`src/rtl/bsq_pkg.sv`:
```
package bsq_pkg;

    typedef enum logic [1:0] {
        RG_PLAIN = 2'd0,
        RG_LIVE  = 2'd1,
        RG_BUF   = 2'd2,
        RG_TOP   = 2'd3
    } region_e;

    typedef struct packed {
        logic fast;
        logic temp_inc;
    } mode_t;

endpackage

```
`src/rtl/bsq_region_decode.sv`:
```
module bsq_region_decode
    import bsq_pkg::*;
#(
    parameter int unsigned ADDR_W = 8,
    parameter logic [ADDR_W-1:0] LIVE_FIRST = 8'h02,
    parameter logic [ADDR_W-1:0] LIVE_LAST  = 8'h09,
    parameter logic [ADDR_W-1:0] BUF_FIRST  = 8'h0C,
    parameter logic [ADDR_W-1:0] BUF_LAST   = 8'h11,
    parameter logic [ADDR_W-1:0] LAST_ADDR  = 8'h3F
) (
    input  logic [ADDR_W-1:0] cur,
    output region_e           region
);

    logic in_live;
    logic in_buf;

    assign in_live = (cur >= LIVE_FIRST) && (cur <= LIVE_LAST);
    assign in_buf  = (cur >= BUF_FIRST) && (cur <= BUF_LAST);

    always_comb begin
        if (cur == LAST_ADDR) begin
            region = RG_TOP;
        end else if (in_buf) begin
            region = RG_BUF;
        end else if (in_live) begin
            region = RG_LIVE;
        end else begin
            region = RG_PLAIN;
        end
    end

endmodule

```
`src/rtl/bsq_step_calc.sv`:
```
module bsq_step_calc
    import bsq_pkg::*;
#(
    parameter int unsigned ADDR_W = 8,
    parameter logic [ADDR_W-1:0] TEMP_ADDR = 8'h01,
    parameter logic [ADDR_W-1:0] BUF_FIRST = 8'h0C,
    parameter logic [ADDR_W-1:0] BUF_LAST  = 8'h11
) (
    input  logic [ADDR_W-1:0] cur,
    input  region_e           region,
    input  mode_t             mode,
    output logic [ADDR_W-1:0] nxt
);

    localparam logic [ADDR_W-1:0] ONE       = ADDR_W'(1);
    localparam logic [ADDR_W-1:0] TEMP_SKIP = TEMP_ADDR + ONE;

    logic [ADDR_W-1:0] plain_next;
    logic [ADDR_W-1:0] pair_next;

    // next address by one; next even address (pair low byte) above cur
    assign plain_next = cur + ONE;
    assign pair_next  = {cur[ADDR_W-1:1], 1'b1} + ONE;

    always_comb begin
        nxt = plain_next;
        unique case (region)
            RG_TOP: begin
                nxt = '0;
            end
            RG_BUF: begin
                if (mode.fast) begin
                    nxt = (pair_next > BUF_LAST) ? BUF_FIRST : pair_next;
                end else begin
                    nxt = (cur == BUF_LAST) ? BUF_FIRST : plain_next;
                end
            end
            RG_LIVE: begin
                nxt = mode.fast ? pair_next : plain_next;
            end
            default: begin
                if ((plain_next == TEMP_ADDR) && !mode.temp_inc) begin
                    nxt = TEMP_SKIP;
                end else begin
                    nxt = plain_next;
                end
            end
        endcase
    end

endmodule

```
`src/rtl/burst_addr_seq.sv`:
```
module burst_addr_seq
    import bsq_pkg::*;
#(
    parameter int unsigned ADDR_W = 8,
    parameter logic [ADDR_W-1:0] TEMP_ADDR  = 8'h01,
    parameter logic [ADDR_W-1:0] LIVE_FIRST = 8'h02,
    parameter logic [ADDR_W-1:0] LIVE_LAST  = 8'h09,
    parameter logic [ADDR_W-1:0] BUF_FIRST  = 8'h0C,
    parameter logic [ADDR_W-1:0] BUF_LAST   = 8'h11,
    parameter logic [ADDR_W-1:0] LAST_ADDR  = 8'h3F
) (
    input  logic              clk,
    input  logic              rst_n,
    input  logic              txn_start,
    input  logic [ADDR_W-1:0] start_addr,
    input  logic              fast_mode_in,
    input  logic              temp_inc_in,
    input  logic              byte_done,
    input  logic              txn_end,
    output logic [ADDR_W-1:0] addr_o,
    output logic              addr_valid_o
);

    typedef struct packed {
        logic [ADDR_W-1:0] addr;
        logic              valid;
        mode_t             mode;
    } state_t;

    state_t            st_d;
    state_t            st_q;
    region_e           region;
    logic [ADDR_W-1:0] step_addr;

    bsq_region_decode #(
        .ADDR_W     (ADDR_W),
        .LIVE_FIRST (LIVE_FIRST),
        .LIVE_LAST  (LIVE_LAST),
        .BUF_FIRST  (BUF_FIRST),
        .BUF_LAST   (BUF_LAST),
        .LAST_ADDR  (LAST_ADDR)
    ) u_region (
        .cur    (st_q.addr),
        .region (region)
    );

    bsq_step_calc #(
        .ADDR_W    (ADDR_W),
        .TEMP_ADDR (TEMP_ADDR),
        .BUF_FIRST (BUF_FIRST),
        .BUF_LAST  (BUF_LAST)
    ) u_step (
        .cur    (st_q.addr),
        .region (region),
        .mode   (st_q.mode),
        .nxt    (step_addr)
    );

    always_comb begin
        st_d = st_q;
        if (txn_start) begin
            st_d.addr          = start_addr;
            st_d.valid         = 1'b1;
            st_d.mode.fast     = fast_mode_in;
            st_d.mode.temp_inc = temp_inc_in;
        end else if (txn_end) begin
            st_d.valid = 1'b0;
        end else if (byte_done && st_q.valid) begin
            st_d.addr = step_addr;
        end
    end

    always_ff @(posedge clk or negedge rst_n) begin
        if (!rst_n) begin
            st_q <= '0;
        end else begin
            st_q <= st_d;
        end
    end

    assign addr_o       = st_q.addr;
    assign addr_valid_o = st_q.valid;

endmodule

```
`config.mk`:
```
export PLATFORM = sky130hd
export DESIGN_NAME = burst_addr_seq
export DESIGN_NICKNAME = d
export VERILOG_FILES = /design/src/rtl/bsq_pkg.sv /design/src/rtl/bsq_region_decode.sv /design/src/rtl/bsq_step_calc.sv /design/src/rtl/burst_addr_seq.sv
export SDC_FILE = /design/constraint.sdc
export NUM_CORES = 1
export LEC_CHECK = 0
export BUFFER_PORTS_ARGS = -buffer_cell sky130_fd_sc_hd__buf_2
export CAP_MARGIN = 25
export CORE_ASPECT_RATIO = 0.75
export CORE_MARGIN = 5
export CORE_UTILIZATION = 60
export DETAILED_ROUTE_END_ITERATION = 7
export PLACE_DENSITY = 0.82
export SETUP_SLACK_MARGIN = 0.1
export SLEW_MARGIN = 20
export SYNTH_ARGS = -nofsm -noshare
export SYNTH_HDL_FRONTEND = slang
export SYNTH_SLANG_ARGS = --single-unit
```
`constraint.sdc`:
```
create_clock -name clk -period 5.7 [get_ports clk]
set_input_delay 0.285 -clock clk [delete_from_list [all_inputs] [get_ports clk]]
set_output_delay 0.285 -clock clk [all_outputs]
set_load 0.05 [all_outputs]
```
==> results of run 1 <==
==> what timing repair did <==
| item | in CTS | in global routing |
|---|---|---|
| hold buffers | 1 | 0 |
| resized for setup | 0 | 0 |
| hold endpoints to repair | 11 | 0 |
==> power by group <==
| part | switching, uW | internal, uW |
|---|---|---|
| combinational | 82.1 | 49.3 |
| clock | 30.5 | 26.0 |
| sequential | 27.5 | 85.8 |
==> cell families (layout without fill, tap and decap cells) <==
group,Yosys count,in the layout,share of synthesized area
xor+xnor,8,8,0.0525
fa+ha+maj,7,7,0.0657
simple gates,58,58,0.224
flops,11,11,0.206
buf+inv,26,35,0.115
mux,2,2,0.0169
compound gates,59,59,0.319
==> metrics by stage <==
step,power (uW),instance area [sq um]
after global routing,324,1390
after detailed placement,243,1350
after global placement,240,1350
final,301,1390
after floorplan,223,1330
after CTS,300,1390
==> cell type report <==
class	instances	area, sq um
Inverter	7	26.3
Timing Repair Buffer	24	125
Multi-Input combinational cell	134	905
Sequential cell	11	275
Tap cell	24	30.0
Fill cell	191	678
Clock inverter	1	5.00
Clock buffer	3	22.5
==> synth_stat cells (2+ instances only) <==
cell and count:
o21a_1 5, ha_1 7, inv_1 7, mux2_2 2, o22ai_1 2, xnor2_1 6
nor3b_1 2, nand2b_1 5, buf_2 4, nor3_1 6, nor2_1 11, xor2_1 2
clkbuf_1 3, a21o_1 5, o211ai_1 2, o31ai_1 2, nor4_1 2, o21ai_0 7
a32oi_1 2, and3_1 6, buf_4 8, a31o_2 2, or3_1 3, nand2_1 13
a21oi_1 13, a22oi_1 2, dfrtp_1 11, o21ai_1 2, a31oi_1 3, nand3_1 5
==> sequential cells by signal (all words and copies together), names as in the netlist <==
signal and cells:
addr_o 8, st_q 2, addr_valid_o 1
==> cells in the final DEF, fill, tap and decap left out, drive strengths merged, types with 2 or more instances in the layout <==
cell type,Yosys,routed
buf,14,23
a21oi,13,13
nand2,13,13
nor2,11,11
dfrtp,11,11
o21ai,9,9
inv,7,7
ha,7,7
xnor2,6,6
and3,6,6
nor3,6,6
nand2b,5,5
o21a,5,5
nand3,5,5
a21o,5,5
or3,4,4
a31oi,3,3
clkbuf,5,3
nor3b,2,2
mux2,2,2
o22ai,2,2
a31o,2,2
nor4,2,2
o211ai,2,2
a32oi,2,2
a22oi,2,2
o31ai,2,2
xor2,2,2
==> worst max path at each step <==
stage | startpoint | endpoint | slack, ns
after detailed placement | addr_o[1]$_DFFE_PN0P_ | addr_o[3]$_DFFE_PN0P_ | 3.18
final | addr_o[1]$_DFFE_PN0P_ | addr_o[3]$_DFFE_PN0P_ | 3.11
after CTS | addr_o[1]$_DFFE_PN0P_ | addr_o[3]$_DFFE_PN0P_ | 3.15
after global routing | addr_o[1]$_DFFE_PN0P_ | addr_o[3]$_DFFE_PN0P_ | 2.99
after floorplan | addr_o[0]$_DFFE_PN0P_ | addr_o[3]$_DFFE_PN0P_ | 3.61
after global placement | addr_o[1]$_DFFE_PN0P_ | addr_o[3]$_DFFE_PN0P_ | 3.20
==> routing by layer <==
layer | vias up | global-route usage | share of wire
li1 | 637 | - | -
met1 | 638 | 0.311 | 0.44
met2 | 88 | 0.360 | 0.44
met3 | 10 | 0.0658 | 0.10
met4 | 0 | 0.0807 | 0.025
met5 | - | 0 | 0
==> critical path: stages, from the launching register on <==
cell       delay, ns
dfrtp_1         0.52
inv_1           0.22
ha_1            0.25
o21bai_1        0.13
a2111oi_4       0.57
a21o_1          0.21
a21oi_1         0.06
o311ai_1        0.36
and3_1          0.20
==> flow_metrics.env, run 1 <==
export IMPL_worstReg2RegEnd="addr_o[3]$_DFFE_PN0P_"
export IMPL_cts_buffers=3
export IMPL_firstDrtPassIters=4
export IMPL_clk_latency_ns=0.28
export IMPL_worstRegToRegCells=8
export IMPL_fin_hold_ws_ns=0.217
export IMPL_worst_path_max_fanout=11
export IMPL_setup_tns_ns=0
export IMPL_critPathKind="reg -> reg"
export IMPL_num_rows=14
export IMPL_max_cap_violations=0
export IMPL_gr_total_overflow=0
export IMPL_cp_end_kind="flip-flop"
export IMPL_setup_slack_ns=3.11
export IMPL_tightest_slew_ns=0.720
export IMPL_relSlewSlack=0.520
export IMPL_powerDensity_nw_per_um2=217
export IMPL_synth_area_top_cells="dfrtp_1, ha_1, a21oi_1, buf_4, xnor2_1"
export IMPL_drive_gt1_frac=0.200
export IMPL_num_vias=1373
export IMPL_yosys_warnings=0
export IMPL_cts_buffer_depth=2
export IMPL_slew_violations=0
export IMPL_ant_nets=0
export IMPL_skew_ns=0.000416
export IMPL_synth_cell_type_count=51
export IMPL_coreArea_sq_um=2070
export IMPL_synth_edf_count=0
export IMPL_cts_sinks=11
export IMPL_synth_ff_latch_count=11
export IMPL_syn2layout_area_growth_pct=4.13
export IMPL_min_to="st_q[1]$_DFFE_PN0P_"
export IMPL_antenna_cells=0
export IMPL_synth_nets=193
export IMPL_drc_errors=0
export IMPL_syn_inst=171
export IMPL_rsz0062_at_grt="false"
export IMPL_synth_area_sq_um=1330
export IMPL_hold_depth=3
export IMPL_wire_per_inst_um=17.3
export IMPL_dieArea_sq_um=3280
export IMPL_grt_antenna_before_repair=0
export IMPL_utilization=0.672
export IMPL_die_y_um=50.8
export IMPL_start_kind="flip-flop"
export IMPL_grt_max_degree=24
export IMPL_grt_usage=0.232
export IMPL_hp_start="fast_mode_in"
export IMPL_routed_wl_um=3530
export IMPL_synth_async_reset_ratio=1.00
export IMPL_place_ws_ns=3.18
export IMPL_setup_viol=0
export IMPL_max_vdd_ir_drop_mv=0.165
export IMPL_hold_class="in -> reg"
export IMPL_arrival_ns=2.81
export IMPL_die_w_um=64.4
export IMPL_io_buffers=23
export IMPL_avgViaCountPerCell=6.73
export IMPL_final_min_clock_period_ns=2.59
export IMPL_ios=24
export IMPL_cts_setup_buffers=0
export IMPL_start_util=0.645
export IMPL_htreeDepth=1
export IMPL_clkTransAtPathRegs_ns=0.08
export IMPL_place_inst=199
export IMPL_status="finished clean"
export IMPL_reg2reg_from="addr_o[1]$_DFFE_PN0P_"
export IMPL_nNetsFinal=203
export IMPL_synth_area_per_cell_sq_um=7.80
export IMPL_crit_required_ns=5.92
export IMPL_fmax_ghz=0.386
export IMPL_finalHoldViolCount=0
export IMPL_hpwlAfterDp_um=2650
export IMPL_drt_iter0_drc=97
export IMPL_r2r_setup_slack_ns=3.11
export IMPL_stdcell_count=204
export IMPL_cts_root_buf="clkbuf_4"
export IMPL_grt_pass1_wl_um=5950
export IMPL_gp_routability_congestion=0.980
export IMPL_leakage_uw=0.000598
export IMPL_ys_seq_area_frac=0.206
export IMPL_cts_tree="built"
export IMPL_final_period_utilization=0.455
export IMPL_yosysTopAreaCell="dfrtp_1"
export IMPL_synth_top_cell_area_share=0.206
export IMPL_synth_main_ff_cell="dfrtp_1"
export IMPL_grt_pass1_vias=1258
Note: power is estimated with default switching activity, not from simulation.
==> run 2: changes to the inputs <==
Settings changed: CORE_UTILIZATION 60 to 56, PLACE_DENSITY 0.82 to 0.77.
Clock period 5.7 ns to 2.5 ns, I/O delays scaled along.
==> flow_metrics.env, run 2 (synthesis gave the netlist of run 1 again) <==
export IMPL_num_vias=1378
export IMPL_wire_per_inst_um=16.6
export IMPL_finalHoldViolCount=0
export IMPL_slew_violations=0
export IMPL_start_util=0.583
export IMPL_dr_max_layer_used="met4"
export IMPL_die_y_um=52.3
export IMPL_leakage_uw=0.000632
export IMPL_max_cap_violations=0
export IMPL_nFillCells=203
export IMPL_skew_ns=0.00197
export IMPL_cp_end_kind="flip-flop"
export IMPL_drc_errors=0
export IMPL_gp_routability_congestion=0.972
export IMPL_startpoint="addr_o[1]$_DFFE_PN0P_"
export IMPL_final_cell_mix="buf_2, a21oi_1, nand2_1"
export IMPL_htreeDepth=1
export IMPL_drt_iter0_drc=139
export IMPL_final_min_clock_period_ns=2.28
export IMPL_max_vdd_ir_drop_mv=0.289
export IMPL_nNetsFinal=211
export IMPL_drive_gt1_frac=0.255
export IMPL_cts_sinks=11
export IMPL_relSlewSlack=0.683
export IMPL_dr_wl_met3_um=404
export IMPL_cts_root_buf="clkbuf_4"
export IMPL_crit_required_ns=2.70
export IMPL_path_common_cell="o211ai_1"
export IMPL_clkTransAtPathRegs_ns=0.08
export IMPL_grt_pass1_vias=1282
export IMPL_critPathKind="reg -> reg"
export IMPL_worstReg2RegEnd="addr_o[1]$_DFFE_PN0P_"
export IMPL_status="finished clean"
export IMPL_cts_tree="built"
export IMPL_setup_viol=0
export IMPL_ant_nets=0
export IMPL_firstDrtPassIters=4
export IMPL_dieArea_sq_um=3470
export IMPL_final_common_cell="buf_2"
export IMPL_grt_pass1_wl_um=6000
export IMPL_io_buffers=23
export IMPL_coreArea_sq_um=2290
export IMPL_routed_wl_um=3690
export IMPL_detail_route_wirelength_met1_um=1630
export IMPL_worstRegToRegCells=7
export IMPL_avgViaCountPerCell=6.21
export IMPL_setup_slack_ns=0.219
export IMPL_rsz0062_at_grt="true"
export IMPL_die_w_um=66.4
export IMPL_num_rows=15
export IMPL_antenna_cells=0
export IMPL_r2r_setup_slack_ns=0.22
export IMPL_route_met2_wl_um=1620
export IMPL_start_kind="flip-flop"
export IMPL_grt_usage=0.225
export IMPL_worst_path_max_fanout=11
export IMPL_place_ws_ns=0.0984
export IMPL_largest_register_ffs=8
export IMPL_hold_class="in -> reg"
export IMPL_reg2reg_from="addr_o[1]$_DFFE_PN0P_"
export IMPL_clk_latency_ns=0.28
export IMPL_gr_total_overflow=0
export IMPL_endpoint="addr_o[1]$_DFFE_PN0P_"
export IMPL_syn2layout_area_growth_pct=10.3
export IMPL_grt_max_degree=24
export IMPL_ios=24
export IMPL_max_stage_delay_ns=0.48
export IMPL_path_cells="ha_1 > nand4_1 > or3_1 > xnor2_1 > o211ai_1 > o211ai_1 > o21ai_0"
export IMPL_fmax_ghz=0.438
export IMPL_worst_path_max_delay_cell="dfrtp_2"
export IMPL_cts_buffers=3
export IMPL_setup_tns_ns=0
export IMPL_final_period_utilization=0.912
export IMPL_arrival_ns=2.48
export IMPL_cts_buffer_depth=2
export IMPL_powerDensity_nw_per_um2=487
export IMPL_tightest_slew_ns=0.476
export IMPL_hpwlAfterDp_um=2700
export IMPL_grt_antenna_before_repair=0
run 2: critical path, delay by kind of cell, from the launching register on:
| family | cells | cell delay [ns] |
|---|---|---|
| compound gates | 3 | 0.58 |
| xor+xnor | 1 | 0.14 |
| fa+ha+maj | 1 | 0.37 |
| flops | 1 | 0.48 |
| simple gates | 2 | 0.62 |
run 2: cell type report:
type | count | area (sq um) | share of cell area
clock buffers | 4 | 26.3 | 0.0179
inverters | 7 | 26.3 | 0.0179
multi-input cells | 134 | 915 | 0.622
flip-flops and latches | 11 | 277 | 0.188
well taps | 34 | 42.5 | 0.0289
repair buffers | 32 | 185 | 0.126
run 2: power breakdown:
part	switching, uW	total [uW]	internal, uW
registers	34.9	232	197
clock network	69.1	131	62.0
logic	225	354	129
run 2: through the flow:
stage           util  total power [uW]  instances  hold WS [ns]  instance area (sq um)
2_1_floorplan      -               508        171        -0.171                   1330
3_3_place_gp   0.619               567        216       0.00611                   1420
5_1_grt        0.643               759        222        0.0677                   1470
3_5_place_dp   0.619               573        216        0.0151                   1420
4_1_cts        0.634               704        221        0.0570                   1450
6_report       0.643               716        222        0.0516                   1470
run 2: worst min path at each step:
| stage | from | to | slack [ns] | cells past startpoint |
|---|---|---|---|---|
| final | fast_mode_in | st_q[1]$_DFFE_PN0P_ | 0.05 | 3 |
| after global routing | fast_mode_in | st_q[1]$_DFFE_PN0P_ | 0.07 | 3 |
| after CTS | fast_mode_in | st_q[1]$_DFFE_PN0P_ | 0.06 | 3 |
| after detailed placement | rst_n | addr_valid_o$_DFFE_PN0P_ | 0.02 | 1 |
| after global placement | rst_n | addr_o[7]$_DFFE_PN0P_ | 0.006 | 1 |
| after floorplan | rst_n | addr_o[0]$_DFFE_PN0P_ | -0.17 | 0 |
run 2: layer usage:
metal | vias to the layer above | global-route usage
li1 | 654 | -
met1 | 625 | 0.319
met2 | 94 | 0.344
met3 | 5 | 0.0386
met4 | 0 | 0.0743
met5 | - | 0
run 2: repair_timing:
item	4_1_cts	5_1_grt
gates cloned	0	0
resized for setup	0	5
setup buffers	0	1
pin swaps	1	1
setup endpoints to repair	2	7
endpoints found under the hold margin	11	0
hold buffers	1	0
